`config.mk`:
```
export PLATFORM = sky130hd
export DESIGN_NAME = ldpc_iter_ctrl
export DESIGN_NICKNAME = d
export VERILOG_FILES = /design/src/rtl/ldpc_ctrl_pkg.sv /design/src/rtl/ldpc_cfg_sanitize.sv /design/src/rtl/ldpc_parity_acc.sv /design/src/rtl/ldpc_layer_seq.sv /design/src/rtl/ldpc_iter_ctrl.sv
export SDC_FILE = /design/constraint.sdc
export NUM_CORES = 1
export LEC_CHECK = 0
export ABC_AREA = 1
export BUFFER_PORTS_ARGS = -buffer_cell sky130_fd_sc_hd__buf_2
export CORE_MARGIN = 2
export CORE_UTILIZATION = 45
export DETAILED_ROUTE_END_ITERATION = 10
export PLACE_DENSITY = 0.76
export SETUP_SLACK_MARGIN = 0.2
export SLEW_MARGIN = 20
export SYNTH_ARGS = -nofsm -noshare
export SYNTH_HDL_FRONTEND = slang
export SYNTH_HIERARCHICAL = 1
export SYNTH_SLANG_ARGS = --single-unit
export TNS_END_PERCENT = 20
```
`constraint.sdc`:
```
create_clock -name clk -period 2.6 [get_ports clk]
set_input_delay 0.26 -clock clk [delete_from_list [all_inputs] [get_ports clk]]
set_output_delay 0.26 -clock clk [all_outputs]
set_load 0.05 [all_outputs]
```
`src/rtl/ldpc_ctrl_pkg.sv`:
```
package ldpc_ctrl_pkg;

  // Action taken by the sequencer on the current cycle.
  typedef enum logic [1:0] {
    STEP_HOLD = 2'd0,  // no row completed
    STEP_ROW  = 2'd1,  // move to next row of the same iteration
    STEP_ITER = 2'd2,  // wrap to row 0 of a new iteration
    STEP_STOP = 2'd3   // decoding finished
  } step_e;

endpackage

```
`src/rtl/ldpc_cfg_sanitize.sv`:
```
module ldpc_cfg_sanitize #(
  parameter int ROW_W       = 6,
  parameter int ITER_W      = 6,
  parameter int LIM_W       = 8,
  parameter int MIN_ROWS    = 4,
  parameter int MAX_ROWS_G0 = 46,
  parameter int MAX_ROWS_G1 = 42,
  parameter int ITER_CAP    = 63,
  parameter int ITER_DEF    = 8
) (
  input  logic              graph_i,
  input  logic [ROW_W-1:0]  rows_i,
  input  logic [LIM_W-1:0]  lim_i,
  output logic [ROW_W-1:0]  rows_o,
  output logic [ITER_W-1:0] lim_o
);

  localparam logic [ROW_W-1:0]  RowsLo  = ROW_W'(MIN_ROWS);
  localparam logic [ROW_W-1:0]  RowsHi0 = ROW_W'(MAX_ROWS_G0);
  localparam logic [ROW_W-1:0]  RowsHi1 = ROW_W'(MAX_ROWS_G1);
  localparam logic [LIM_W-1:0]  LimCap  = LIM_W'(ITER_CAP);
  localparam logic [ITER_W-1:0] LimDef  = ITER_W'(ITER_DEF);

  logic [ROW_W-1:0] rows_hi;

  always_comb begin
    rows_hi = graph_i ? RowsHi1 : RowsHi0;
    if (rows_i < RowsLo)       rows_o = RowsLo;
    else if (rows_i > rows_hi) rows_o = rows_hi;
    else                       rows_o = rows_i;
  end

  always_comb begin
    if ((lim_i == '0) || (lim_i > LimCap)) lim_o = LimDef;
    else                                   lim_o = lim_i[ITER_W-1:0];
  end

endmodule

```
`src/rtl/ldpc_parity_acc.sv`:
```
module ldpc_parity_acc
  import ldpc_ctrl_pkg::*;
(
  input  logic  clk,
  input  logic  rst_n,
  input  logic  start_i,
  input  step_e step_i,
  input  logic  row_ok_i,
  output logic  pass_o
);

  logic acc_q;
  logic acc_d;
  logic acc_en;

  // Pass verdict for the row completing now, folded with earlier rows.
  assign pass_o = acc_q & row_ok_i;

  always_comb begin
    acc_en = 1'b0;
    acc_d  = acc_q;
    if (start_i || (step_i == STEP_ITER) || (step_i == STEP_STOP)) begin
      acc_en = 1'b1;
      acc_d  = 1'b1;
    end else if (step_i == STEP_ROW) begin
      acc_en = 1'b1;
      acc_d  = acc_q & row_ok_i;
    end
  end

  always_ff @(posedge clk or negedge rst_n) begin
    if (!rst_n)      acc_q <= 1'b1;
    else if (acc_en) acc_q <= acc_d;
  end

  // one failing row mid-iteration keeps the iteration failing
  a_r6_fail_sticky: assert property (@(posedge clk) disable iff (!rst_n)
    (!start_i && (step_i == STEP_ROW) && !row_ok_i) |=> !acc_q);

  // a fresh iteration starts with a clean verdict
  a_r6_fresh_iter: assert property (@(posedge clk) disable iff (!rst_n)
    (start_i || (step_i == STEP_ITER)) |=> acc_q);

endmodule

```
`src/rtl/ldpc_layer_seq.sv`:
```
module ldpc_layer_seq
  import ldpc_ctrl_pkg::*;
#(
  parameter int ROW_W       = 6,
  parameter int ITER_W      = 6,
  parameter int MIN_ROWS    = 4,
  parameter int MAX_ROWS_G0 = 46
) (
  input  logic              clk,
  input  logic              rst_n,
  input  logic              start_i,
  input  logic [ROW_W-1:0]  rows_i,
  input  logic [ITER_W-1:0] lim_i,
  input  logic              early_i,
  input  logic              row_done_i,
  input  logic              iter_pass_i,
  output step_e             step_o,
  output logic              busy_o,
  output logic [ROW_W-1:0]  row_o,
  output logic [ITER_W-1:0] iter_o,
  output logic              row_stb_o,
  output logic              iter_stb_o,
  output logic              done_o,
  output logic [ITER_W-1:0] cnt_o,
  output logic              pok_o
);

  localparam logic [ROW_W-1:0]  RowOne  = ROW_W'(1);
  localparam logic [ITER_W-1:0] IterOne = ITER_W'(1);

  // configuration captured at start
  logic [ROW_W-1:0]  last_row_q;
  logic [ITER_W-1:0] lim_q;
  logic              early_q;

  // sequencing state
  logic              busy_q,  busy_d;
  logic [ROW_W-1:0]  row_q,   row_d;
  logic [ITER_W-1:0] iter_q,  iter_d;
  logic              rstb_q,  rstb_d;
  logic              istb_q,  istb_d;
  logic              done_q,  done_d;
  logic [ITER_W-1:0] cnt_q,   cnt_d;
  logic              pok_q,   pok_d;
  logic              res_en;

  logic  at_last_row;
  logic  at_last_iter;
  step_e step;

  assign at_last_row  = (row_q == last_row_q);
  assign at_last_iter = (iter_q == (lim_q - IterOne));

  // step decision
  always_comb begin
    if (!busy_q || !row_done_i)                      step = STEP_HOLD;
    else if (!at_last_row)                           step = STEP_ROW;
    else if (at_last_iter || (early_q && iter_pass_i)) step = STEP_STOP;
    else                                             step = STEP_ITER;
  end

  // next-state
  always_comb begin
    busy_d = busy_q;
    row_d  = row_q;
    iter_d = iter_q;
    rstb_d = 1'b0;
    istb_d = 1'b0;
    done_d = 1'b0;
    cnt_d  = cnt_q;
    pok_d  = pok_q;
    res_en = 1'b0;
    if (start_i) begin
      busy_d = 1'b1;
      row_d  = '0;
      iter_d = '0;
      rstb_d = 1'b1;
      istb_d = 1'b1;
      cnt_d  = '0;
      pok_d  = 1'b0;
      res_en = 1'b1;
    end else begin
      unique case (step)
        STEP_ROW: begin
          row_d  = row_q + RowOne;
          rstb_d = 1'b1;
        end
        STEP_ITER: begin
          row_d  = '0;
          iter_d = iter_q + IterOne;
          rstb_d = 1'b1;
          istb_d = 1'b1;
        end
        STEP_STOP: begin
          busy_d = 1'b0;
          done_d = 1'b1;
          cnt_d  = iter_q + IterOne;
          pok_d  = iter_pass_i;
          res_en = 1'b1;
        end
        default: ;
      endcase
    end
  end

  // configuration registers, enabled by start
  always_ff @(posedge clk or negedge rst_n) begin
    if (!rst_n) begin
      last_row_q <= ROW_W'(MIN_ROWS - 1);
      lim_q      <= IterOne;
      early_q    <= 1'b0;
    end else if (start_i) begin
      last_row_q <= rows_i - RowOne;
      lim_q      <= lim_i;
      early_q    <= early_i;
    end
  end

  // sequencing registers
  always_ff @(posedge clk or negedge rst_n) begin
    if (!rst_n) begin
      busy_q <= 1'b0;
      row_q  <= '0;
      iter_q <= '0;
      rstb_q <= 1'b0;
      istb_q <= 1'b0;
      done_q <= 1'b0;
    end else begin
      busy_q <= busy_d;
      row_q  <= row_d;
      iter_q <= iter_d;
      rstb_q <= rstb_d;
      istb_q <= istb_d;
      done_q <= done_d;
    end
  end

  // result registers, enabled on start and on stop
  always_ff @(posedge clk or negedge rst_n) begin
    if (!rst_n) begin
      cnt_q <= '0;
      pok_q <= 1'b0;
    end else if (res_en) begin
      cnt_q <= cnt_d;
      pok_q <= pok_d;
    end
  end

  assign step_o     = step;
  assign busy_o     = busy_q;
  assign row_o      = row_q;
  assign iter_o     = iter_q;
  assign row_stb_o  = rstb_q;
  assign iter_stb_o = istb_q;
  assign done_o     = done_q;
  assign cnt_o      = cnt_q;
  assign pok_o      = pok_q;

  // row index never passes the last active row
  a_r2_row_bound: assert property (@(posedge clk) disable iff (!rst_n)
    busy_q |-> (row_q <= last_row_q));

  // captured row span stays within the widest legal graph
  a_r2_rows_range: assert property (@(posedge clk) disable iff (!rst_n)
    busy_q |-> ((last_row_q >= ROW_W'(MIN_ROWS - 1)) && (last_row_q <= ROW_W'(MAX_ROWS_G0 - 1))));

  // iteration index stays under a nonzero limit
  a_r1_iter_bound: assert property (@(posedge clk) disable iff (!rst_n)
    busy_q |-> ((lim_q != '0) && (iter_q < lim_q)));

  // done is a single-cycle pulse and coincides with idle
  a_r10_done_single: assert property (@(posedge clk) disable iff (!rst_n)
    done_q |=> !done_q);

  a_r10_done_idle: assert property (@(posedge clk) disable iff (!rst_n)
    done_q |-> !busy_q);

  // results hold while idle with no start
  a_r10_hold: assert property (@(posedge clk) disable iff (!rst_n)
    (!busy_q && !start_i) |=> ($stable(cnt_q) && $stable(pok_q)));

  // idle ignores row completions
  a_r4_idle_quiet: assert property (@(posedge clk) disable iff (!rst_n)
    (!busy_q && !start_i) |=> (!rstb_q && !istb_q && !busy_q));

  // a new iteration always opens on row 0 with a row strobe
  a_r5_iter_opens_row0: assert property (@(posedge clk) disable iff (!rst_n)
    istb_q |-> (rstb_q && (row_q == '0)));

  // max mode reports the full limit
  a_r8_max_full: assert property (@(posedge clk) disable iff (!rst_n)
    (done_q && !early_q) |-> (cnt_q == lim_q));

endmodule

```
`src/rtl/ldpc_iter_ctrl.sv`:
```
module ldpc_iter_ctrl
  import ldpc_ctrl_pkg::*;
#(
  parameter int ROW_W       = 6,
  parameter int ITER_W      = 6,
  parameter int LIM_W       = 8,
  parameter int MIN_ROWS    = 4,
  parameter int MAX_ROWS_G0 = 46,
  parameter int MAX_ROWS_G1 = 42,
  parameter int ITER_CAP    = 63,
  parameter int ITER_DEF    = 8
) (
  input  logic              clk,
  input  logic              rst_n,
  input  logic              start_i,
  input  logic              graph_sel_i,
  input  logic [ROW_W-1:0]  rows_i,
  input  logic [LIM_W-1:0]  iter_lim_i,
  input  logic              early_i,
  input  logic              row_done_i,
  input  logic              row_ok_i,
  output logic              busy_o,
  output logic [ROW_W-1:0]  row_idx_o,
  output logic [ITER_W-1:0] iter_idx_o,
  output logic              row_stb_o,
  output logic              iter_stb_o,
  output logic              done_o,
  output logic [ITER_W-1:0] iter_cnt_o,
  output logic              parity_ok_o
);

  logic [ROW_W-1:0]  rows_eff;
  logic [ITER_W-1:0] lim_eff;
  logic              iter_pass;
  step_e             step;

  ldpc_cfg_sanitize #(
    .ROW_W       (ROW_W),
    .ITER_W      (ITER_W),
    .LIM_W       (LIM_W),
    .MIN_ROWS    (MIN_ROWS),
    .MAX_ROWS_G0 (MAX_ROWS_G0),
    .MAX_ROWS_G1 (MAX_ROWS_G1),
    .ITER_CAP    (ITER_CAP),
    .ITER_DEF    (ITER_DEF)
  ) u_cfg (
    .graph_i (graph_sel_i),
    .rows_i  (rows_i),
    .lim_i   (iter_lim_i),
    .rows_o  (rows_eff),
    .lim_o   (lim_eff)
  );

  ldpc_layer_seq #(
    .ROW_W       (ROW_W),
    .ITER_W      (ITER_W),
    .MIN_ROWS    (MIN_ROWS),
    .MAX_ROWS_G0 (MAX_ROWS_G0)
  ) u_seq (
    .clk         (clk),
    .rst_n       (rst_n),
    .start_i     (start_i),
    .rows_i      (rows_eff),
    .lim_i       (lim_eff),
    .early_i     (early_i),
    .row_done_i  (row_done_i),
    .iter_pass_i (iter_pass),
    .step_o      (step),
    .busy_o      (busy_o),
    .row_o       (row_idx_o),
    .iter_o      (iter_idx_o),
    .row_stb_o   (row_stb_o),
    .iter_stb_o  (iter_stb_o),
    .done_o      (done_o),
    .cnt_o       (iter_cnt_o),
    .pok_o       (parity_ok_o)
  );

  ldpc_parity_acc u_par (
    .clk      (clk),
    .rst_n    (rst_n),
    .start_i  (start_i),
    .step_i   (step),
    .row_ok_i (row_ok_i),
    .pass_o   (iter_pass)
  );

  // an early-mode stop short of the limit always reports a pass
  a_r7_early_stop_passes: assert property (@(posedge clk) disable iff (!rst_n)
    (done_o && (iter_cnt_o < lim_eff) && !start_i && !$past(start_i)) |-> parity_ok_o);

  // a start always lands on row 0, iteration 0, busy
  a_r11_restart: assert property (@(posedge clk) disable iff (!rst_n)
    start_i |=> (busy_o && (row_idx_o == '0) && (iter_idx_o == '0) && iter_stb_o));

endmodule

```
== After elaboration in Yosys (flattened, before gate mapping) ==
Index checks and enable logic that the tools add are counted.
Operators by class
  $add $sub $neg: 4
  $lt $le $gt $ge: 3
  equal/unequal tests: 5
  multiplexer cells: 28
  bitwise logic cells: 1
  reductions and logical operators: 16
Operator list (number)
  $mux 6: 8
  $mux 1: 16
  $add 6x1->6 const B: 2
  $eq 6x6->1: 2
  $pmux 6 s2: 1
  $sub 6x1->6 const B: 2
  $gt 8x6->1 const B: 1
  $logic_not 8->1: 1
  $gt 6x6->1: 1
  $lt 6x3->1 const B: 1
  $reduce_bool 2->1: 3
  $logic_or 1x1->1: 5
  $eq 2x2->1 const B: 2
  $mux 2: 2
  $reduce_and 2->1: 2
  $mux 3: 1
  $reduce_bool 3->1: 1
  $eq 2x1->1 const B: 1
  $logic_not 1->1: 2
  $reduce_or 2->1: 1
  $and 1x1->1: 1
  $logic_and 1x1->1: 1
Word-level totals
  register bits: 37
  input bits: 21
  output and inout port bits: 23
  logic and storage cells: 69

== Longest topological paths before layout ==
Gate-level depths: netlist of the first run.
  depth after elaboration: 11
  mapped depth: 19
  depth with buffers taken out: 19

== By module ==
Netlist of the first run, hierarchy kept.
Modules (own cells, without submodules)
  ldpc_layer_seq: instances 1, cells an instance 241, area each 1894.3 um^2, sequential area each 904.6 um^2
  ldpc_cfg_sanitize: instances 1, cells an instance 48, area each 237.7 um^2, sequential area each 0.0 um^2
  ldpc_parity_acc: instances 1, cells an instance 7, area each 50.0 um^2, sequential area each 26.3 um^2

== Worst setup path before layout of the first run ==
No wires, ideal clock.
  path type: register to register
  from: register u_seq.lim_q[0]
  to: register u_seq.row_q[4] (netlist: u_seq/row_o[4])
  library setup time: 0.124 ns
  data arrival time: 2.203 ns
  required time: 2.476 ns
  path slack: 0.273 ns
  cell stages (with the launch flop): 18
  path buffers: 0
  clock period less this slack: 2.327 ns
  path through: dfstp_2 -> inv_1 -> ha_1 -> nand2_1 -> nand2_1 -> nor2_1 -> nand3_1 -> nor2_1 -> nand2_1 -> a21oi_1 -> ha_1 -> inv_1 -> nand2_2 -> nand2_1 -> nor2_1 -> nand2_1 -> o21ai_1 -> a21oi_1
Between the ends
  longest elaborated chain between the ends: 9
  elaborated cells between the ends (all ways): 11
  those cells by class: 1 x add/sub; 3 x eq/ne; 5 x mux; 2 x reduce/logical
RTL lines
  start: declaration: RTL line ldpc_layer_seq.sv:33  | logic [ITER_W-1:0] lim_q;
  start signal: assignment: RTL line ldpc_layer_seq.sv:110  | lim_q <= IterOne;
  start signal: assignment: RTL line ldpc_layer_seq.sv:114  | lim_q <= lim_i;
  $sub 6x1->6 (*): RTL line ldpc_layer_seq.sv:52  | assign at_last_iter = (iter_q == (lim_q - IterOne));
  $eq 6x6->1 (*): RTL line ldpc_layer_seq.sv:52
  $logic_or 1x1->1 (*): RTL line ldpc_layer_seq.sv:58  | else if (at_last_iter || (early_q && iter_pass_i)) step = STEP_STOP;
  $mux 1 (*): RTL line ldpc_layer_seq.sv:58
  $mux 2 (*): RTL line ldpc_layer_seq.sv:57  | else if (!at_last_row) step = STEP_ROW;
  $mux 2 (*): RTL line ldpc_layer_seq.sv:56  | if (!busy_q || !row_done_i) step = STEP_HOLD;
  named net step[0]: RTL line ldpc_iter_ctrl.sv:35  | step_e step;
  $eq 2x2->1 or $eq 2x1->1 (tied branches): RTL line ldpc_layer_seq.sv:83  | unique case (step)
  $pmux 6 s2: RTL line ldpc_layer_seq.sv:83
  $mux 6: RTL line ldpc_layer_seq.sv:73  | if (start_i) begin
  end signal: assignment: RTL line ldpc_layer_seq.sv:130  | row_q <= row_d;
  end: declaration: RTL line ldpc_layer_seq.sv:38  | logic [ROW_W-1:0] row_q, row_d;
The timed path passes the listed nets; every way through them passes the cells marked *.
A chain may end at the register's enable or synchronous reset.

== Final worst setup path of the first run ==
  from: register u_seq.lim_q[0]
  to: register u_seq.row_q[5] (netlist: u_seq/row_o[5])
The elaborated chain is that of the path after synthesis.

==> impl_metrics.tcl, run 1 <==
set metrics [dict create \
    post-route-util_pct 55.3 \
    first_iter_violations 105 \
    fin_skew_ns 0.0103 \
    status "finished, final reports clean" \
    fillerInstances 456 \
    syn_inst 296 \
    rsz0062_at_grt "true" \
    p_per_area_nw_per_um2 482 \
    cp.required_ns 2.79 \
    grtUsageMet2_pct 32.7 \
    drcViolationCount 0 \
    setup_violations 0 \
    hold_viol 0 \
    grt_pass1_vias 1945 \
    async_reset_ff_share_pct 100 \
    nets 375 \
    drv_slew 0 \
    power_frac_comb_pct 19.5 \
    synth_top_area_share_pct 37.8 \
    syn_nets 325 \
    slowest_delay_ns 0.55 \
    clk_latency_ns 0.29 \
    ant_nets 0 \
    ys_warn_count 6 \
    die_w_um 73.6 \
    die_y_um 73.6 \
    rows 25 \
    cts_tree "done" \
    hold_ws_ns 0.0546 \
    drive_gt1_share_pct 24.8 \
    ir_drop_uv 171 \
    routed_wl_mm 4.65 \
    period_minus_slack_ns 2.45 \
    gp_congestion 0.900 \
    cts_made_buffers 5 \
    core-area_um2 4690 \
    path_cells "inv_4 -> ha_4 -> inv_2 -> nand2_2 -> nand2_2 -> nor2_1 -> nand3_1 -> nor2_1 -> nand2_1 -> a21oi_2 -> ha_2 -> inv_2 -> nand2_2 -> nand2_2 -> nor2_4 -> nand2_1 -> o21ai_1 -> nor2_1" \
    p_leak_nw 1.37 \
    cts.sinks 37 \
    p_sw_mw 0.369 \
    use_met1_pct 22.4 \
    syn2layout_area_growth_pct 19.0 \
    worst_pin_slew_ns 0.806 \
    syn_area_um2 2180 \
    clkPwrFrac_pct 30.1 \
    drt-pass1-iter-count 4 \
    critPathKind "register to register" \
    grt_start_max_net_pins 38 \
    cp_common_cell "nand2_2" \
    synth_most_common_cell "nand2_1" \
    cp-start-kind "register" \
    ys_types 26 \
    critPathCaptureType "register" \
    path_clk_slew_ns 0.07 \
    arrival_ns 2.64 \
    via_per_inst 4.98 \
    drv_cap 0 \
    die-area_um2 5420 \
    grt-ovfl-total 0 \
    clock.fmax_ghz 0.408 \
    p_int_mw 0.883 \
    post-synth-top-area-cell "dfrtp_1" \
    top_usage_layer "met2" \
    slew_headroom_pct 46.2 \
    grt_use_met3_pct 5.21 \
    swShare_pct 29.5 \
    dp_hpwl_mm 3.47 \
    htreeDepth 2 \
    antenna_found_initial 0 \
    clock_path_buffers 2 \
    ys_ff_latch 37 \
    critPathMaxFanout 7 \
    diodes 0 \
    start_util_pct 46.5 \
    post-route-period-util_pct 94.3 \
    ys_seq_area_share_pct 42.7 \
    critPathSlowestCell "dfstp_2" \
    hold_class "input port to asynchronous set/reset pin" \
    routed-via-count 1998 \
    syn_avg_cell_area_um2 7.37 \
    grt_usage_pct 19.2 \
    numPortBuffers 43 \
    synth_edf_count 0 \
    root_buffer "clkbuf_8" \
    post_drt_wl_per_cell_um 11.6 \
    io_pins 44 \
    power_frac_seq_pct 50.3 \
    ys_top_cells_by_area "dfrtp_1 (38%), nand2_1 (14%), inv_1 (7.2%), nor2_1 (5.3%), o21ai_0 (5.0%)" \
    grt_pass1_wl_mm 8.00 \
    yosys-top-cells-count "nand2_1 (81), inv_1 (42), dfrtp_1 (33)" \
    ys.flop_type "dfrtp_1" \
]
==> cells by family after synthesis <==
group           Yosys count  share of synthesized area (%)
compound gates           42                           10.3
xor+xnor                  9                           3.61
buf+inv                  52                           9.29
flops                    37                           42.7
fa+ha+maj                 8                           4.59
simple gates            148                           29.5
==> final timing paths <==
kind	depth (start not counted)	start	end	slack, ns
max in group asynchronous	1	rst_n	u_seq/last_row_q[4]	2.03
min reg2reg	2	u_seq/cnt_o[4]	u_seq/cnt_o[4]	0.48
min	1	rst_n	u_seq/iter_o[3]	0.05
min in group clk	3	early_i	u_seq/early_q	0.19
max	18	u_seq/lim_q[0]	u_seq/row_o[5]	0.15
max reg2reg	18	u_seq/lim_q[0]	u_seq/row_o[5]	0.15
==> area by class of cell <==
class | instances | area [um^2] | share of cell area [%]
clock buffer | 7 | 76.3 | 2.94
clock inverter | 1 | 5.00 | 0.193
inverter | 47 | 179 | 6.89
multi-input combinational | 207 | 1080 | 41.8
sequential | 37 | 931 | 35.9
tap | 54 | 67.6 | 2.60
timing repair buffer | 48 | 253 | 9.73
==> metrics by stage <==
step	total power, mW	setup TNS (ns)	setup WS, ns	instance area [um^2]	std cells
final	1.25	0	0.149	2600	401
after detailed placement	0.871	0	0.00375	2450	389
after global placement	0.866	0	0.183	2450	389
after CTS	1.27	0	0.207	2560	399
after global routing	1.34	-0.0547	-0.0303	2600	401
after floorplan	0.799	0	0.273	2180	296
==> registers in the layout (all words and copies together), names as in the netlist <==
| register | cells |
|---|---|
| u_par/acc_q | 1 |
| u_seq/busy_o | 1 |
| u_seq/cnt_o | 6 |
| u_seq/done_o | 1 |
| u_seq/early_q | 1 |
| u_seq/iter_o | 6 |
| u_seq/iter_stb_o | 1 |
| u_seq/last_row_q | 6 |
| u_seq/lim_q | 6 |
| u_seq/pok_o | 1 |
| u_seq/row_o | 6 |
| u_seq/row_stb_o | 1 |
==> worst max-delay path: cells and delay by family (launching register included) <==
family,cells,cell delay (ns)
simple gates,11,0.89
flops,1,0.55
compound gates,2,0.30
buf+inv,3,0.14
fa+ha+maj,2,0.46
==> cell usage in the layout, fill, tap and decap left out, drive strengths merged <==
cell type / synthesis / layout
nand2: 85 / 85
buf: 4 / 48
inv: 47 / 47
nor2: 36 / 36
dfrtp: 33 / 33
o21ai: 26 / 26
nand3: 21 / 21
a21oi: 12 / 12
ha: 8 / 8
clkbuf: 1 / 7
xor2: 6 / 6
dfstp: 4 / 4
nor3: 4 / 4
xnor2: 3 / 3
nand4: 2 / 2
a22o: 2 / 2
clkinv: 0 / 1
a21boi: 1 / 1
a31oi: 1 / 1
==> timing repair <==
item | CTS | global route
resized for setup | 4 | 9
pin swaps | 3 | 11
setup buffers | 2 | 2
hold buffers | 0 | 0
endpoints found under the setup margin | 8 | 14
==> routing by layer <==
metal | vias up | wire length, um
met5 | - | 0
met4 | 0 | 57
met3 | 4 | 261
met1 | 911 | 2010
li1 | 1025 | -
met2 | 58 | 2330
==> power groups by stage <==
stage / logic, mW / registers [mW] / clock network, mW
floorplan: 0.137 / 0.662 / 0
global placement: 0.226 / 0.640 / 0
detailed placement: 0.231 / 0.640 / 0
CTS: 0.239 / 0.629 / 0.399
global route: 0.277 / 0.635 / 0.425
finish: 0.245 / 0.630 / 0.377
(Power assumes the default switching activity.)
==> inputs of run 2 (changes only) <==
RECOVER_POWER = 25   (was default)
==> impl_metrics.tcl, run 2 (same netlist as run 1, synthesis figures left out) <==
set metrics [dict create \
    status "finished with violations" \
    violations "capacitance limit, slew limit" \
    syn2layout_area_growth_pct 18.9 \
    r2r_slack_ns 0.15 \
    dp_cells 389 \
    hold_viol 0 \
    post-route-period-util_pct 94.3 \
    antenna_found_initial 0 \
    start_util_pct 46.5 \
    cts_made_buffers 5 \
    rows 25 \
    power_frac_seq_pct 50.3 \
    critPathMaxFanout 7 \
    drt-pass1-iter-count 4 \
    grt_usage_pct 19.2 \
    p_per_area_nw_per_um2 482 \
    numPortBuffers 43 \
    fin_skew_ns 0.0103 \
    path_clk_slew_ns 0.07 \
    core-area_um2 4690 \
    first_iter_violations 105 \
    cp-start-kind "register" \
    gp_congestion 0.900 \
    worst-path-buf-inv 3 \
    clkPwrFrac_pct 30.2 \
    crit_family "simple AND/OR/NAND/NOR gates" \
    drv_slew 38 \
    die_w_um 73.6 \
    ff2ff_path_depth 18 \
    final-seq-area_um2 931 \
    critPathSlowestCell "dfstp_2" \
    routed_wl_mm 4.65 \
    p_int_mw 0.883 \
    cp.required_ns 2.79 \
    clock_path_buffers 2 \
    drive_gt1_share_pct 24.5 \
    clk_latency_ns 0.29 \
    drcViolationCount 0 \
    stdcell_count 401 \
    hold_buffers 0 \
    ir_drop_uv 171 \
    critPathKind "register to register" \
    grt_start_max_net_pins 38 \
    die_y_um 73.6 \
    diodes 0 \
    place_area_um2 2450 \
    cts.sinks 37 \
    layout_common_cells "nand2_1 (78), buf_2 (42), inv_1 (39), dfrtp_1 (33), nor2_1 (30)" \
    slowest_delay_ns 0.55 \
    holdPathEnd "u_seq/early_q" \
    grt-ovfl-total 0 \
    stdcell_area_um2 2590 \
    clock.fmax_ghz 0.408 \
    layout_commonest_cell "nand2_1" \
    min_path_cells 3 \
    rsz0062_at_grt "true" \
    worst_pin_slew_ns 1.93 \
    ant_nets 0 \
    nets 375 \
    min_from "early_i" \
    r2r-end "u_seq/row_o[5]" \
    root_buffer "clkbuf_8" \
    p_sw_mw 0.369 \
    path_cells "inv_4 -> ha_4 -> inv_2 -> nand2_2 -> nand2_2 -> nor2_1 -> nand3_1 -> nor2_1 -> nand2_1 -> a21oi_2 -> ha_2 -> inv_2 -> nand2_2 -> nand2_2 -> nor2_4 -> nand2_1 -> o21ai_1 -> nor2_1" \
    via_per_inst 4.97 \
    slew_headroom_pct -28.7 \
    arrival_ns 2.64 \
    dp_hpwl_mm 3.47 \
    cp_common_cell "nand2_2" \
    post_drt_wl_per_cell_um 11.6 \
    drv_cap 1 \
    critPathCaptureType "register" \
    io_pins 44 \
    power_frac_comb_pct 19.5 \
    die-area_um2 5420 \
    period_minus_slack_ns 2.45 \
    hold_ws_ns 0.192 \
    routed-via-count 1992 \
    p_leak_nw 1.37 \
    fillerInstances 457 \
    swShare_pct 29.5 \
    regToRegStartpoint "u_seq/lim_q[0]" \
    htreeDepth 2 \
    hold_class "input port to register" \
    grt_pass1_wl_mm 8.00 \
    cts_tree "done" \
    post-route-util_pct 55.3 \
    multiInputGateArea_um2 1080 \
    grt_pass1_vias 1945 \
    setup_violations 0 \
]
run 2: repair_timing:
action,4_1_cts,5_1_grt
gates resized for setup,4,9
endpoints found under the setup margin,8,14
setup buffers,2,2
pin swaps,3,11
run 2: how the worst max path moves through the flow:
stage / from / to / slack (ns) / cells after the start
2_1_floorplan: u_seq/lim_q[0] / u_seq/row_o[4] / 0.27 / 17
3_3_place_gp: u_seq/lim_q[0] / u_seq/row_o[4] / 0.18 / 18
3_5_place_dp: u_seq/lim_q[0] / u_seq/row_o[5] / 0.004 / 18
4_1_cts: u_seq/lim_q[0] / u_seq/row_o[5] / 0.21 / 18
5_1_grt: u_seq/lim_q[0] / u_seq/row_o[5] / -0.03 / 18
6_report: u_seq/lim_q[0] / u_seq/row_o[5] / 0.15 / 18
run 2: through the flow:
step	setup TNS [ns]	power (mW)	worst slack (ns)
2_1_floorplan	0	0.799	0.273
3_3_place_gp	0	0.866	0.183
3_5_place_dp	0	0.871	0.00375
4_1_cts	0	1.27	0.207
5_1_grt	-0.0547	1.34	-0.0303
6_report	0	1.25	0.149
run 2: layout make-up:
cell class              count  share of cell area [%]
repair buffers             48                    9.69
clock buffers               7                    2.94
inverters                  47                    6.89
flip-flops and latches     37                    35.9
well taps                  54                    2.60
clock inverters             1                   0.193
multi-input cells         207                    41.8
run 2: worst register-to-register path, stage by stage, from the launching register on:
cell and delay (ns):
dfstp_2 0.55, inv_4 0.06, ha_4 0.26, inv_2 0.03
nand2_2 0.05, nand2_2 0.05, nor2_1 0.09, nand3_1 0.09
nor2_1 0.12, nand2_1 0.10, a21oi_2 0.17, ha_2 0.20
inv_2 0.05, nand2_2 0.09, nand2_2 0.07, nor2_4 0.12
nand2_1 0.06, o21ai_1 0.13, nor2_1 0.05
run 2: routing by layer:
layer | wire length (um) | GRT usage, % | part of all wire (%) | up-vias
li1 | - | - | - | 1024
met1 | 2010 | 22.4 | 43 | 906
met2 | 2330 | 32.7 | 50 | 58
met3 | 259 | 5.21 | 5.6 | 4
met4 | 53 | 8.48 | 1.1 | 0
met5 | 0 | 0 | 0 | -
run 2: power by group through the flow:
stage               combinational (mW)  clock, mW  sequential (mW)
finish                           0.244      0.378            0.630
global route                     0.277      0.425            0.635
CTS                              0.239      0.399            0.629
detailed placement               0.231          0            0.640
global placement                 0.226          0            0.640
floorplan                        0.137          0            0.662
